### src/rtl/piso_pkg.sv
package piso_pkg;
  typedef struct packed {
    logic load;
    logic shift;
    logic serBit;
  } ctlStrobe_t;
endpackage

### src/rtl/piso_ctrl.sv
module piso_ctrl
  import piso_pkg::*;
#(
  parameter int SYNC_STAGES = 2,
  parameter int INHIBIT_SEL = 0
) (
  input  logic       clk,
  input  logic       rst,
  input  logic       clkA,
  input  logic       clkB,
  input  logic       loadN,
  input  logic       serIn,
  output ctlStrobe_t strobe,
  output logic       inhibitWarn
);
  localparam int TOP = SYNC_STAGES - 1;

  logic [TOP:0] aSync, bSync, lSync, sSync;
  logic aNow, bNow, lNow, sNow;
  logic orNow, orPrev, inhNow, inhPrev, otherNow;

  always_ff @(posedge clk) begin
    if (rst) begin
      aSync <= '0;
      bSync <= '0;
      lSync <= '1;
      sSync <= '0;
    end else begin
      aSync <= {aSync[TOP-1:0], clkA};
      bSync <= {bSync[TOP-1:0], clkB};
      lSync <= {lSync[TOP-1:0], loadN};
      sSync <= {sSync[TOP-1:0], serIn};
    end
  end

  assign aNow  = aSync[TOP];
  assign bNow  = bSync[TOP];
  assign lNow  = lSync[TOP];
  assign sNow  = sSync[TOP];
  assign orNow = aNow | bNow;

  generate
    if (INHIBIT_SEL == 0) begin : g_inhB
      assign inhNow   = bNow;
      assign otherNow = aNow;
    end else begin : g_inhA
      assign inhNow   = aNow;
      assign otherNow = bNow;
    end
  endgenerate

  assign strobe.load   = ~lNow;
  assign strobe.shift  = lNow & orNow & ~orPrev;
  assign strobe.serBit = sNow;

  always_ff @(posedge clk) begin
    if (rst) begin
      orPrev      <= 1'b0;
      inhPrev     <= 1'b0;
      inhibitWarn <= 1'b0;
    end else begin
      orPrev      <= orNow;
      inhPrev     <= inhNow;
      inhibitWarn <= strobe.shift & inhNow & ~inhPrev & ~otherNow;
    end
  end
endmodule

### src/rtl/piso_datapath.sv
module piso_datapath
  import piso_pkg::*;
#(
  parameter int WIDTH = 8
) (
  input  logic             clk,
  input  logic             rst,
  input  ctlStrobe_t       strobe,
  input  logic [WIDTH-1:0] parIn,
  output logic [WIDTH-1:0] stageVec,
  output logic             serOut,
  output logic             serOutN
);
  generate
    for (genvar i = 0; i < WIDTH; i++) begin : g_stage
      logic shiftSrc;
      if (i == 0) begin : g_head
        assign shiftSrc = strobe.serBit;
      end else begin : g_body
        assign shiftSrc = stageVec[i-1];
      end
      always_ff @(posedge clk) begin
        if (rst)               stageVec[i] <= 1'b0;
        else if (strobe.load)  stageVec[i] <= parIn[i];
        else if (strobe.shift) stageVec[i] <= shiftSrc;
      end
    end
  endgenerate

  assign serOut  = stageVec[WIDTH-1];
  assign serOutN = ~stageVec[WIDTH-1];
endmodule

### src/rtl/piso_shifter.sv
module piso_shifter
  import piso_pkg::*;
#(
  parameter int WIDTH       = 8,
  parameter int SYNC_STAGES = 2,
  parameter int INHIBIT_SEL = 0
) (
  input  logic             clk,
  input  logic             rst,
  input  logic             clkA,
  input  logic             clkB,
  input  logic             loadN,
  input  logic             serIn,
  input  logic [WIDTH-1:0] parIn,
  output logic             serOut,
  output logic             serOutN,
  output logic             inhibitWarn
);
  ctlStrobe_t       strobe;
  logic [WIDTH-1:0] stageVec;

  piso_ctrl #(.SYNC_STAGES(SYNC_STAGES), .INHIBIT_SEL(INHIBIT_SEL)) u_ctrl (
    .clk(clk), .rst(rst), .clkA(clkA), .clkB(clkB), .loadN(loadN),
    .serIn(serIn), .strobe(strobe), .inhibitWarn(inhibitWarn)
  );

  piso_datapath #(.WIDTH(WIDTH)) u_dp (
    .clk(clk), .rst(rst), .strobe(strobe), .parIn(parIn),
    .stageVec(stageVec), .serOut(serOut), .serOutN(serOutN)
  );
endmodule

### config.mk
export PLATFORM = sky130hd
export DESIGN_NAME = piso_shifter
export DESIGN_NICKNAME = d
export VERILOG_FILES = /design/src/rtl/piso_pkg.sv /design/src/rtl/piso_ctrl.sv /design/src/rtl/piso_datapath.sv /design/src/rtl/piso_shifter.sv
export SDC_FILE = /design/constraint.sdc
export NUM_CORES = 1
export LEC_CHECK = 0
export BUFFER_PORTS_ARGS = -buffer_cell sky130_fd_sc_hd__buf_2
export CORE_MARGIN = 2
export CORE_UTILIZATION = 40
export CTS_CLUSTER_SIZE = 8
export DETAILED_ROUTE_END_ITERATION = 8
export PLACE_DENSITY = 0.62
export SYNTH_ARGS = -nofsm -noshare
export SYNTH_HDL_FRONTEND = slang
export SYNTH_SLANG_ARGS = --single-unit
### constraint.sdc
create_clock -name clk -period 2.55 [get_ports clk]
set_input_delay 0.3825 -clock clk [delete_from_list [all_inputs] [get_ports clk]]
set_output_delay 0.3825 -clock clk [all_outputs]
set_load 0.01 [all_outputs]
== Word-level counts from Yosys, hierarchy flattened ==
Index checks and enable logic that the tools add are counted.

* Bits in registers: 19
* Input bits: 14
* Output and inout port bits: 3
* Logic and storage cells: 42

* Eq/ne operators: 1
* Muxes and demuxes: 16
* Bitwise gates (word level): 10

{| class="wikitable"
|+ Operators with widths
! kind !! number
|-
| 2-to-1 mux 1 bit || 16
|-
| bitwise AND 1 bit || 5
|-
| inverter 1 bit || 4
|-
| != test 2 x 1 -> 1 bit, second input constant || 1
|-
| OR 1 bit || 1
|}

== Depth between registers and ports, before layout ==
Gate-level depths: netlist of run 1.

* Depth after elaboration: 6
* Mapped depth: 4

== By module ==
A second synthesis of run 1 with hierarchy kept.

* Cell total of the unflattened synthesis: 71
* Area total of the unflattened synthesis: 779.5 µm²

{| class="wikitable"
|+ By module, submodules not included
! module !! times used !! cells an instance !! area each (µm²) !! sequential area each (µm²)
|-
| piso_datapath || 1 || 44 || 432.9 || 160.2
|-
| piso_ctrl || 1 || 27 || 346.6 || 220.2
|}

== Worst setup path before layout of run 1 ==
OpenSTA, ideal clock, no wires.

* Path kind: register -> register
* Start: register u_ctrl.orPrev
* End: register u_dp.stageVec[1] (netlist: u_dp.g_stage[2].shiftSrc)
* Library setup time: 91 ps
* Arrival: 884 ps
* Required time: 2459 ps
* Path slack: 1575 ps
* Stages on the path, launching flop included: 5
* Path buffers: 1
* Period minus slack after synthesis: 975 ps
* Cells stage by stage: dfxtp_1 -> o21ba_2 -> buf_6 -> nand2_1 -> a311oi_1

* Word-level cells in the longest chain between the ends: 3

{| class="wikitable"
|+ RTL lines
! what !! line !! source
|-
| from (decl) || piso_ctrl.sv:20 || <nowiki>logic orNow, orPrev, inhNow, inhPrev, otherNow;</nowiki>
|-
| from (signal assigned) || piso_ctrl.sv:62 || <nowiki>orPrev <= orNow;</nowiki>
|-
| inverter 1 bit || piso_ctrl.sv:53 || <nowiki>assign strobe.shift = lNow & orNow & ~orPrev;</nowiki>
|-
| bitwise AND 1 bit || piso_ctrl.sv:53 ||
|-
| != test 2 x 1 -> 1 bit (no line) || n/a ||
|-
| to (signal, indexed assignment) || piso_datapath.sv:24 || <nowiki>else if (strobe.load) stageVec[i] <= parIn[i];</nowiki>
|-
| to (signal, indexed assignment) || piso_datapath.sv:25 || <nowiki>else if (strobe.shift) stageVec[i] <= shiftSrc;</nowiki>
|-
| to (decl) || piso_datapath.sv:10 || <nowiki>output logic [WIDTH-1:0] stageVec,</nowiki>
|}

Every way passes these cells.
A chain may end at the register's enable or synchronous reset.

== Worst setup path in the final report of run 1 ==
* Start: register u_dp.stageVec[7] (netlist: u_dp.serOut)
* End: output port serOutN

* Word-level cells in the longest chain between the ends: 1

{| class="wikitable"
|+ RTL lines
! what !! line !! source
|-
| inverter 1 bit || piso_datapath.sv:31 || <nowiki>assign serOutN = ~stageVec[WIDTH-1];</nowiki>
|-
| to (decl) || piso_shifter.sv:16 || <nowiki>output logic serOutN,</nowiki>
|}

Every way passes these cells.

==> results of run 1 <==
[report_power, final]
part	internal, mW	total (mW)	leakage, nW	switching (mW)
logic	0.0209	0.0402	0.135	0.0193
registers	0.312	0.321	0.156	0.00897
clock network	0.0609	0.148	0.0150	0.0867
total	0.393	0.508	0.306	0.115
[layer usage]
| layer | global-route usage (%) | vias up | share of wire, % | routed length (um) |
|---|---|---|---|---|
| met2 | 23.5 | 17 | 48 | 529 |
| li1 | - | 270 | - | - |
| met1 | 14.5 | 237 | 42 | 460 |
| met3 | 7.60 | 2 | 8.0 | 87 |
| met4 | 5.29 | 0 | 1.3 | 14 |
| met5 | 0 | - | 0 | 0 |
[worst min path at each step]
stage	to	slack, ps	cells past startpoint
3_5_place_dp	u_ctrl.lSync[1]	400	1
3_3_place_gp	u_ctrl.lSync[1]	390	1
5_1_grt	u_ctrl.lSync[0]	250	2
2_1_floorplan	u_ctrl.lSync[1]	390	1
4_1_cts	u_ctrl.lSync[0]	260	2
6_report	u_ctrl.lSync[0]	270	2
[cell type report]
cell class                 instances  area (um2)
multi-input combinational         47         259
tap                               16        20.0
fill                             152         772
sequential                        19         380
clock buffer                       4        26.3
timing repair buffer              16        80.1
inverter                           1        3.75
[sequential cells by signal, summed over array words and instances, names as in the netlist]
signal,cells
u_ctrl.sSync,2
u_dp.serOut,1
u_ctrl.inhPrev,1
u_ctrl.orPrev,1
u_ctrl.aSync,2
u_ctrl.inhibitWarn,1
u_ctrl.lSync,2
u_ctrl.bSync,2
u_dp.g_stage.shiftSrc,7
[kinds of logic (layout without fill, tap and decap cells)]
logic type	count (synthesis)	count (layout)	synth area share, %
AOI/OAI and AO/OA	10	10	13.6
and+or+nand+nor	37	37	25.0
DFF	19	19	56.8
buffers and inverters	5	21	4.48
[metrics by stage]
step	cells	setup WS (ps)	instance area, um2	total power, mW	hold slack, ps
3_3_place_gp	99	1460	743	0.368	391
2_1_floorplan	71	1570	669	0.353	389
3_5_place_dp	99	1450	743	0.369	399
6_report	103	1360	769	0.508	270
5_1_grt	103	1270	769	0.544	248
4_1_cts	103	1330	769	0.521	258
[synth_stat cells (all sizes together)]
| cell | n |
|---|---|
| nand2 | 16 |
| buf | 4 |
| nor2b | 7 |
| and4b | 1 |
| o21ba | 1 |
| nor2 | 11 |
| o21bai | 1 |
| dfxtp | 19 |
| inv | 1 |
| a311oi | 8 |
| or2 | 2 |
==> results.json, run 1 <==
{
  "avgSynthCellArea_um2": 9.43,
  "path_depth": 2,
  "hpwl_um": 752,
  "clock_latency_ps": 290,
  "drc_errors": 0,
  "clockRootBuffer": "clkbuf_4",
  "cts_buffers": 3,
  "post-cts-setup-buffer-count": 0,
  "reg2reg_from": "u_ctrl.lSync[1]",
  "worstMarginPinSlew_ps": 528,
  "final_cell_mix": "19 x dfxtp_1, 16 x nand2_1, 16 x buf_2",
  "fp-row-count": 14,
  "synth_top_cell_by_area": "dfxtp_1",
  "power_density_nw_per_um2": 661,
  "core_um2": 1540,
  "finalNetCount": 102,
  "fmax_ghz": 0.838,
  "p_leak_nw": 0.306,
  "r2r_slack_ps": 1440,
  "reg2reg_to": "u_dp.g_stage[4].shiftSrc",
  "yosysSeqAreaShare_pct": 56.8,
  "drt-initial-drc-count": 5,
  "io_buffer_count": 16,
  "cts_tree": "done",
  "die_h_um": 44.9,
  "path_delay_family": "flip-flops",
  "die_w_um": 44.9,
  "finalCritPeriodShare_pct": 46.8,
  "worstPathMaxFanout": 3,
  "area_growth_pct": 15.0,
  "end_kind": "output pin",
  "critical_path_required_ps": 2170,
  "setup_tns_ps": 0,
  "worst-r2r-cell-count": 2,
  "status": "completed",
  "initial_core_util_pct": 43.4,
  "rsz0062_at_grt": "false",
  "final_common_cell": "dfxtp_1",
  "ys_types": 12,
  "cts_resized": 0,
  "critPathBufInv": 2,
  "yosys_register_bits": 19,
  "critPathArrivalTime_ps": 810,
  "clkTransAtPathRegs_ps": 100,
  "yosys_warnings": 0,
  "drive_gt1_share_pct": 26.4,
  "max_slew_margin_pct": 64.8,
  "synth_nets": 85,
  "synthCells": 71,
  "crit_start": "u_dp.serOut",
  "path_class": "register to output pin",
  "antenna_found_initial": 0,
  "start_kind": "register",
  "grt_pass1_wl_um": 1970,
  "setup_viol": 0,
  "hp-start": "loadN",
  "timing.critical_path.to": "serOutN",
  "clockBufferDepth": 2,
  "h-tree-depth": 1,
  "dieArea_um2": 2020,
  "slowest_delay_ps": 360,
  "gp_congestion": 0.684,
  "drt_wl_total_um": 1090,
  "maxCapViolCount": 0,
  "netlist.area_leader.share_pct": 56.8,
  "min_period_ps": 1190,
  "cts_hold_buf": 0,
  "detail-route-antenna-nets": 0,
  "grt_max_degree": 19,
  "syn_area_um2": 669,
  "ios": 17,
  "ir_drop_mv": 0.387,
  "hold_viol": 0,
  "grt_usage_pct": 13.9,
  "routedWlPerCell_um": 10.6,
  "grt_pass1_vias": 485,
  "maxSlewViolCount": 0,
  "ys_top_cells_by_area": "dfxtp_1 57%, a311oi_1 10%, nand2_1 9.0%",
  "cts.sinks": 19,
  "hold_path_class": "input port to register",
  "num_vias": 526,
  "drt_pass1_iterations": 4,
  "fin_skew_ps": 3.20,
  "antenna_cells": 0,
  "via_per_inst": 5.11,
  "grt.overflow.total": 0,
  "path_cells": "inv_1 > buf_2",
  "worst_path_max_delay_cell": "dfxtp_1",
  "final_core_util_pct": 49.9
}
No activity file was read; power rests on OpenSTA's default activity.
==> run 2, diff against run 1 <==
Settings changed: PLACE_DENSITY 0.62 to 0.64.
Clock period 2.55 ns to 1 ns, I/O delays scaled along.
==> run 2 against run 1 <==
Against the previous run:
- the flow now finishes with violations (negative setup slack)
- setup slack worse by 1400 ps
- largest cell class unchanged
- critical endpoint is now u_dp.g_stage[6].shiftSrc
- sequential cell count did not move
- clock skew hardly changed
- critical path depth grew 1
- core utilization up 5.5 points
- worst hold slack worse by 230 ps
- count of clock-buffer cells in the layout down 1
- final area rose by 11%
- highest routed layer unchanged
- non-clock buffer count grew 4
- combinational power grew to 3.4 times the previous value
- final cell count is 3.9% higher
==> results.json, run 2 (same netlist as run 1, synthesis figures left out) <==
{
  "worstPathMaxFanout": 8,
  "setup_ws_ps": -31.8,
  "cts_buffers": 3,
  "clkTransAtPathRegs_ps": 100,
  "seq_area_um2": 389,
  "grt_max_degree": 18,
  "drc_errors": 0,
  "grt.overflow.total": 0,
  "antenna_cells": 0,
  "clockBufferDepth": 2,
  "r2r_slack_ps": -30,
  "reg2reg_from": "u_ctrl.orPrev",
  "holdWs_ps": 41.0,
  "grt_pass1_wl_um": 1900,
  "grt_usage_pct": 13.7,
  "hold_viol": 0,
  "critPathArrivalTime_ps": 1240,
  "gp_congestion": 0.750,
  "max_slew_margin_pct": 81.2,
  "cts_tree": "done",
  "fmax_ghz": 0.969,
  "end_kind": "register",
  "status": "complete, but fails checks",
  "reg2reg_to": "u_dp.g_stage[6].shiftSrc",
  "p_leak_nw": 0.343,
  "maxCapViolCount": 0,
  "path_class": "register to register",
  "drt-initial-drc-count": 6,
  "fp-row-count": 14,
  "ir_drop_mv": 1.15,
  "hp-start": "loadN",
  "stdcell_area_um2": 855,
  "die_h_um": 44.9,
  "violations": "negative setup slack",
  "via_per_inst": 5.07,
  "hold_path_class": "input port to register",
  "min_path_cells": 2,
  "final_cell_mix": "16 x nand2_1, 16 x buf_2, 16 x dfxtp_1",
  "critical_path_required_ps": 1210,
  "detail-route-antenna-nets": 0,
  "core_um2": 1540,
  "initial_core_util_pct": 43.4,
  "power_density_nw_per_um2": 1540,
  "routedWlPerCell_um": 11.0,
  "final_core_util_pct": 55.4,
  "io_buffer_count": 16,
  "grt_pass1_vias": 459,
  "multi_input_area_um2": 292,
  "antenna_found_initial": 0,
  "setup_tns_ps": -50.1,
  "placed_area_um2": 778,
  "clock_latency_ps": 290,
  "drt_wl_total_um": 1180,
  "drt_pass1_iterations": 4,
  "drive_gt1_share_pct": 37.4,
  "fill_cells": 147,
  "die_w_um": 44.9,
  "dp_cells": 102,
  "clockRootBuffer": "clkbuf_4",
  "fin_cells": 107,
  "rsz0062_at_grt": "true",
  "worstMarginPinSlew_ps": 283,
  "num_vias": 543,
  "finalNetCount": 106,
  "fin_skew_ps": 2.71,
  "hpwl_um": 754,
  "ios": 17,
  "worst-r2r-cell-count": 3,
  "dieArea_um2": 2020,
  "min_period_ps": 1030,
  "area_growth_pct": 27.7,
  "cts.sinks": 19,
  "start_kind": "register",
  "h-tree-depth": 1,
  "maxSlewViolCount": 0,
  "largest_reg_flops": 7,
  "setup_viol": 3,
  "holdPathEnd": "u_ctrl.lSync[0]",
  "finalCritPeriodShare_pct": 103
}
==> run 2: cell types whose count changed in the layout (fill, tap and decap cells not counted), moves of 2 or more <==
| cell | change |
|---|---|
| a311oi_1 | -3 |
| buf_4 | +3 |
| dfxtp_1 | -3 |
| a311oi_2 | +3 |
| dfxtp_4 | +2 |
==> run 2: worst max path at each step <==
stage,from,endpoint,slack (ps),depth (start not counted)
2_1_floorplan,u_ctrl.orPrev,u_dp.g_stage[2].shiftSrc,20,4
6_report,u_ctrl.orPrev,u_dp.g_stage[6].shiftSrc,-30,3
3_5_place_dp,u_ctrl.bSync[1],u_dp.g_stage[7].shiftSrc,-120,3
5_1_grt,u_ctrl.orPrev,u_dp.g_stage[6].shiftSrc,-90,3
4_1_cts,u_ctrl.orPrev,u_dp.g_stage[6].shiftSrc,-20,3
3_3_place_gp,u_ctrl.bSync[1],u_dp.g_stage[6].shiftSrc,-60,3
==> run 2: routing by layer <==
layer | global-route usage (%) | vias up | routed length (um)
met3 | 6.00 | 2 | 87
met1 | 15.5 | 246 | 478
met2 | 20.9 | 18 | 591
met4 | 8.82 | 0 | 18
met5 | 0 | - | 0
li1 | - | 277 | -
==> run 2: worst max-delay path: stages (launching register included) <==
cell	delay (ps)
dfxtp_2	340
o21ba_4	260
nand2_1	80
a311oi_2	270
==> run 2: through the flow <==
| stage | power, mW | setup WS (ps) |
|---|---|---|
| 3_5_place_dp | 0.952 | -115 |
| 5_1_grt | 1.39 | -87.7 |
| 4_1_cts | 1.33 | -19.0 |
| 2_1_floorplan | 0.901 | 24.6 |
| 6_report | 1.32 | -31.8 |
| 3_3_place_gp | 0.949 | -63.0 |
==> run 2: final cells by class <==
cell class | count | share of cell area, %
clock buffer | 3 | 2.64
clock inverter | 1 | 0.586
inverter | 1 | 0.439
multi-input combinational | 47 | 34.1
sequential | 19 | 45.5
tap | 16 | 2.34
timing repair buffer | 20 | 14.3
==> run 2: repair_timing <==
item / CTS / global route
setup buffers: 1 / 0
pin swaps: 14 / 1
setup endpoints to repair: 8 / 9
gates resized for setup: 6 / 4
hold endpoints to repair: 0 / 0
hold buffers: 0 / 0
==> run 2: where the power goes <==
part | leakage (nW) | total (mW) | internal [mW] | switching [mW]
sequential | 0.158 | 0.811 | 0.792 | 0.0192
clock | 0.0177 | 0.371 | 0.149 | 0.223
combinational | 0.167 | 0.137 | 0.0745 | 0.0629
total | 0.343 | 1.32 | 1.02 | 0.305
==> run 3, diff against run 2 <==
Settings changed: MAX_ROUTING_LAYER set to met4, SKIP_LAST_GASP set to 1.
==> run 3 against run 2 <==
Against the previous run:
- the flow still finishes with violations (negative setup slack)
- critical path depth is the same
- combinational power hardly changed
- wire length did not move
- total power did not move
- final area unchanged
- die area is the same
- clock skew stayed put
- sequential power barely moved
- clock power is essentially flat
- fmax is the same
- sequential cell count stayed put
- via count did not move
- highest routed layer unchanged
==> results.json, run 3 (same netlist as run 1, synthesis figures left out) <==
{
  "status": "complete, but fails checks",
  "violations": "negative setup slack",
  "cts.sinks": 19,
  "io_buffer_count": 16,
  "setup_viol": 3,
  "path_delay_family": "compound AO/OA/AOI/OAI gates",
  "die_h_um": 44.9,
  "grt_usage_pct": 14.1,
  "grt_pass1_vias": 459,
  "num_vias": 543,
  "holdWs_ps": 41.0,
  "stdcell_area_um2": 855,
  "grt_max_degree": 18,
  "met1Wirelength_um": 478,
  "drt-initial-drc-count": 6,
  "clkTransAtPathRegs_ps": 100,
  "hold_viol": 0,
  "placed_area_um2": 778,
  "drt_pass1_iterations": 4,
  "reg2reg_to": "u_dp.g_stage[6].shiftSrc",
  "clockBufferDepth": 2,
  "r2r_slack_ps": -30,
  "swShare_pct": 23.1,
  "dp_cells": 102,
  "via_per_inst": 5.07,
  "p_leak_nw": 0.343,
  "maxSlewViolCount": 0,
  "clockPowerShare_pct": 28.1,
  "initial_core_util_pct": 43.4,
  "finalCritPeriodShare_pct": 103,
  "end_kind": "register",
  "design_power_total_mw": 1.32,
  "fp-row-count": 14,
  "cts_buffers": 3,
  "drt_wl_total_um": 1180,
  "min_period_ps": 1030,
  "hold_path_class": "input port to register",
  "worst_path_max_delay_cell": "dfxtp_2",
  "drc_errors": 0,
  "die_w_um": 44.9,
  "power_switching_mw": 0.305,
  "final_core_util_pct": 55.4,
  "maxCapViolCount": 0,
  "path_cells": "o21ba_4 > nand2_1 > a311oi_2",
  "worstPathMaxFanout": 8,
  "fin_skew_ps": 2.71,
  "cts_tree": "done",
  "routedWlPerCell_um": 11.0,
  "hp-start": "loadN",
  "largest_reg_flops": 7,
  "clockRootBuffer": "clkbuf_4",
  "h-tree-depth": 1,
  "power_density_nw_per_um2": 1540,
  "fin_cells": 107,
  "rsz0062_at_grt": "true",
  "dieArea_um2": 2020,
  "antenna_cells": 0,
  "finalNetCount": 106,
  "seqPwrFrac_pct": 61.5,
  "max_slew_margin_pct": 81.2,
  "core_um2": 1540,
  "gp_congestion": 0.759,
  "comb_power_share_pct": 10.4,
  "grt_pass1_wl_um": 1900,
  "antenna_found_initial": 0,
  "setup_ws_ps": -31.8,
  "start_kind": "register",
  "path_class": "register to register",
  "wl_met3_um": 87,
  "dp_slack_ps": -115,
  "area_growth_pct": 27.7,
  "clock_latency_ps": 290,
  "detail-route-antenna-nets": 0,
  "final_cell_mix": "16 x nand2_1, 16 x buf_2, 16 x dfxtp_1",
  "hpwl_um": 754,
  "grt.overflow.total": 0,
  "reg2reg_from": "u_ctrl.orPrev",
  "drive_gt1_share_pct": 37.4,
  "top_layer_used": "met4",
  "setup_tns_ps": -50.1,
  "wl_met2_um": 591,
  "holdPathEnd": "u_ctrl.lSync[0]",
  "slowest_delay_ps": 340,
  "fill_cells": 147,
  "min_path_cells": 2,
  "critical_path_required_ps": 1210,
  "worstMarginPinSlew_ps": 283,
  "ir_drop_mv": 1.15,
  "critPathArrivalTime_ps": 1240,
  "worst-r2r-cell-count": 3,
  "ios": 17,
  "fmax_ghz": 0.969,
  "critPathBufInv": 0,
  "p_int_mw": 1.02
}
run 3: cell counts in the layout (fill, tap and decap cells not counted):
No cell type changed its count.
run 3: per-layer routing:
metal  vias up  GRT usage (%)
met5         -              -
met4         0           8.82
met3         2           6.00
met2        18           20.9
met1       246           15.5
li1        277              -
run 3: worst register-to-register path: stages, from the launching register on:
cell,delay (ps)
dfxtp_2,340
o21ba_4,270
nand2_1,80
a311oi_2,270
run 3: worst max path at each step:
stage                                           to       startpoint  depth (start not counted)  slack (ps)
after floorplan           u_dp.g_stage[2].shiftSrc    u_ctrl.orPrev                          4          20
after global placement    u_dp.g_stage[6].shiftSrc  u_ctrl.bSync[1]                          3         -60
after detailed placement  u_dp.g_stage[7].shiftSrc  u_ctrl.bSync[1]                          3        -120
after CTS                 u_dp.g_stage[6].shiftSrc    u_ctrl.orPrev                          3         -20
after global routing      u_dp.g_stage[6].shiftSrc    u_ctrl.orPrev                          3         -90
final                     u_dp.g_stage[6].shiftSrc    u_ctrl.orPrev                          3         -30
run 3: cell type report:
class / count / area, um2 / share of cell area (%)
sequential: 19 / 389 / 45.5
inverter: 1 / 3.75 / 0.439
multi-input combinational: 47 / 292 / 34.1
tap: 16 / 20.0 / 2.34
timing repair buffer: 20 / 123 / 14.3
clock buffer: 3 / 22.5 / 2.64
clock inverter: 1 / 5.00 / 0.586
run 3: repair_timing:
action | CTS | global route
pin swaps | 14 | 1
hold buffers | 0 | 0
setup buffers | 1 | 0
endpoints found under the setup margin | 8 | 9
gates resized for setup | 6 | 4
run 3: power by group through the flow:
stage / logic [mW] / clock network [mW] / registers [mW]
4_1_cts: 0.131 / 0.386 / 0.813
5_1_grt: 0.153 / 0.423 / 0.816
2_1_floorplan: 0.0735 / 0 / 0.827
3_5_place_dp: 0.122 / 0 / 0.830
3_3_place_gp: 0.120 / 0 / 0.829
6_report: 0.137 / 0.371 / 0.811
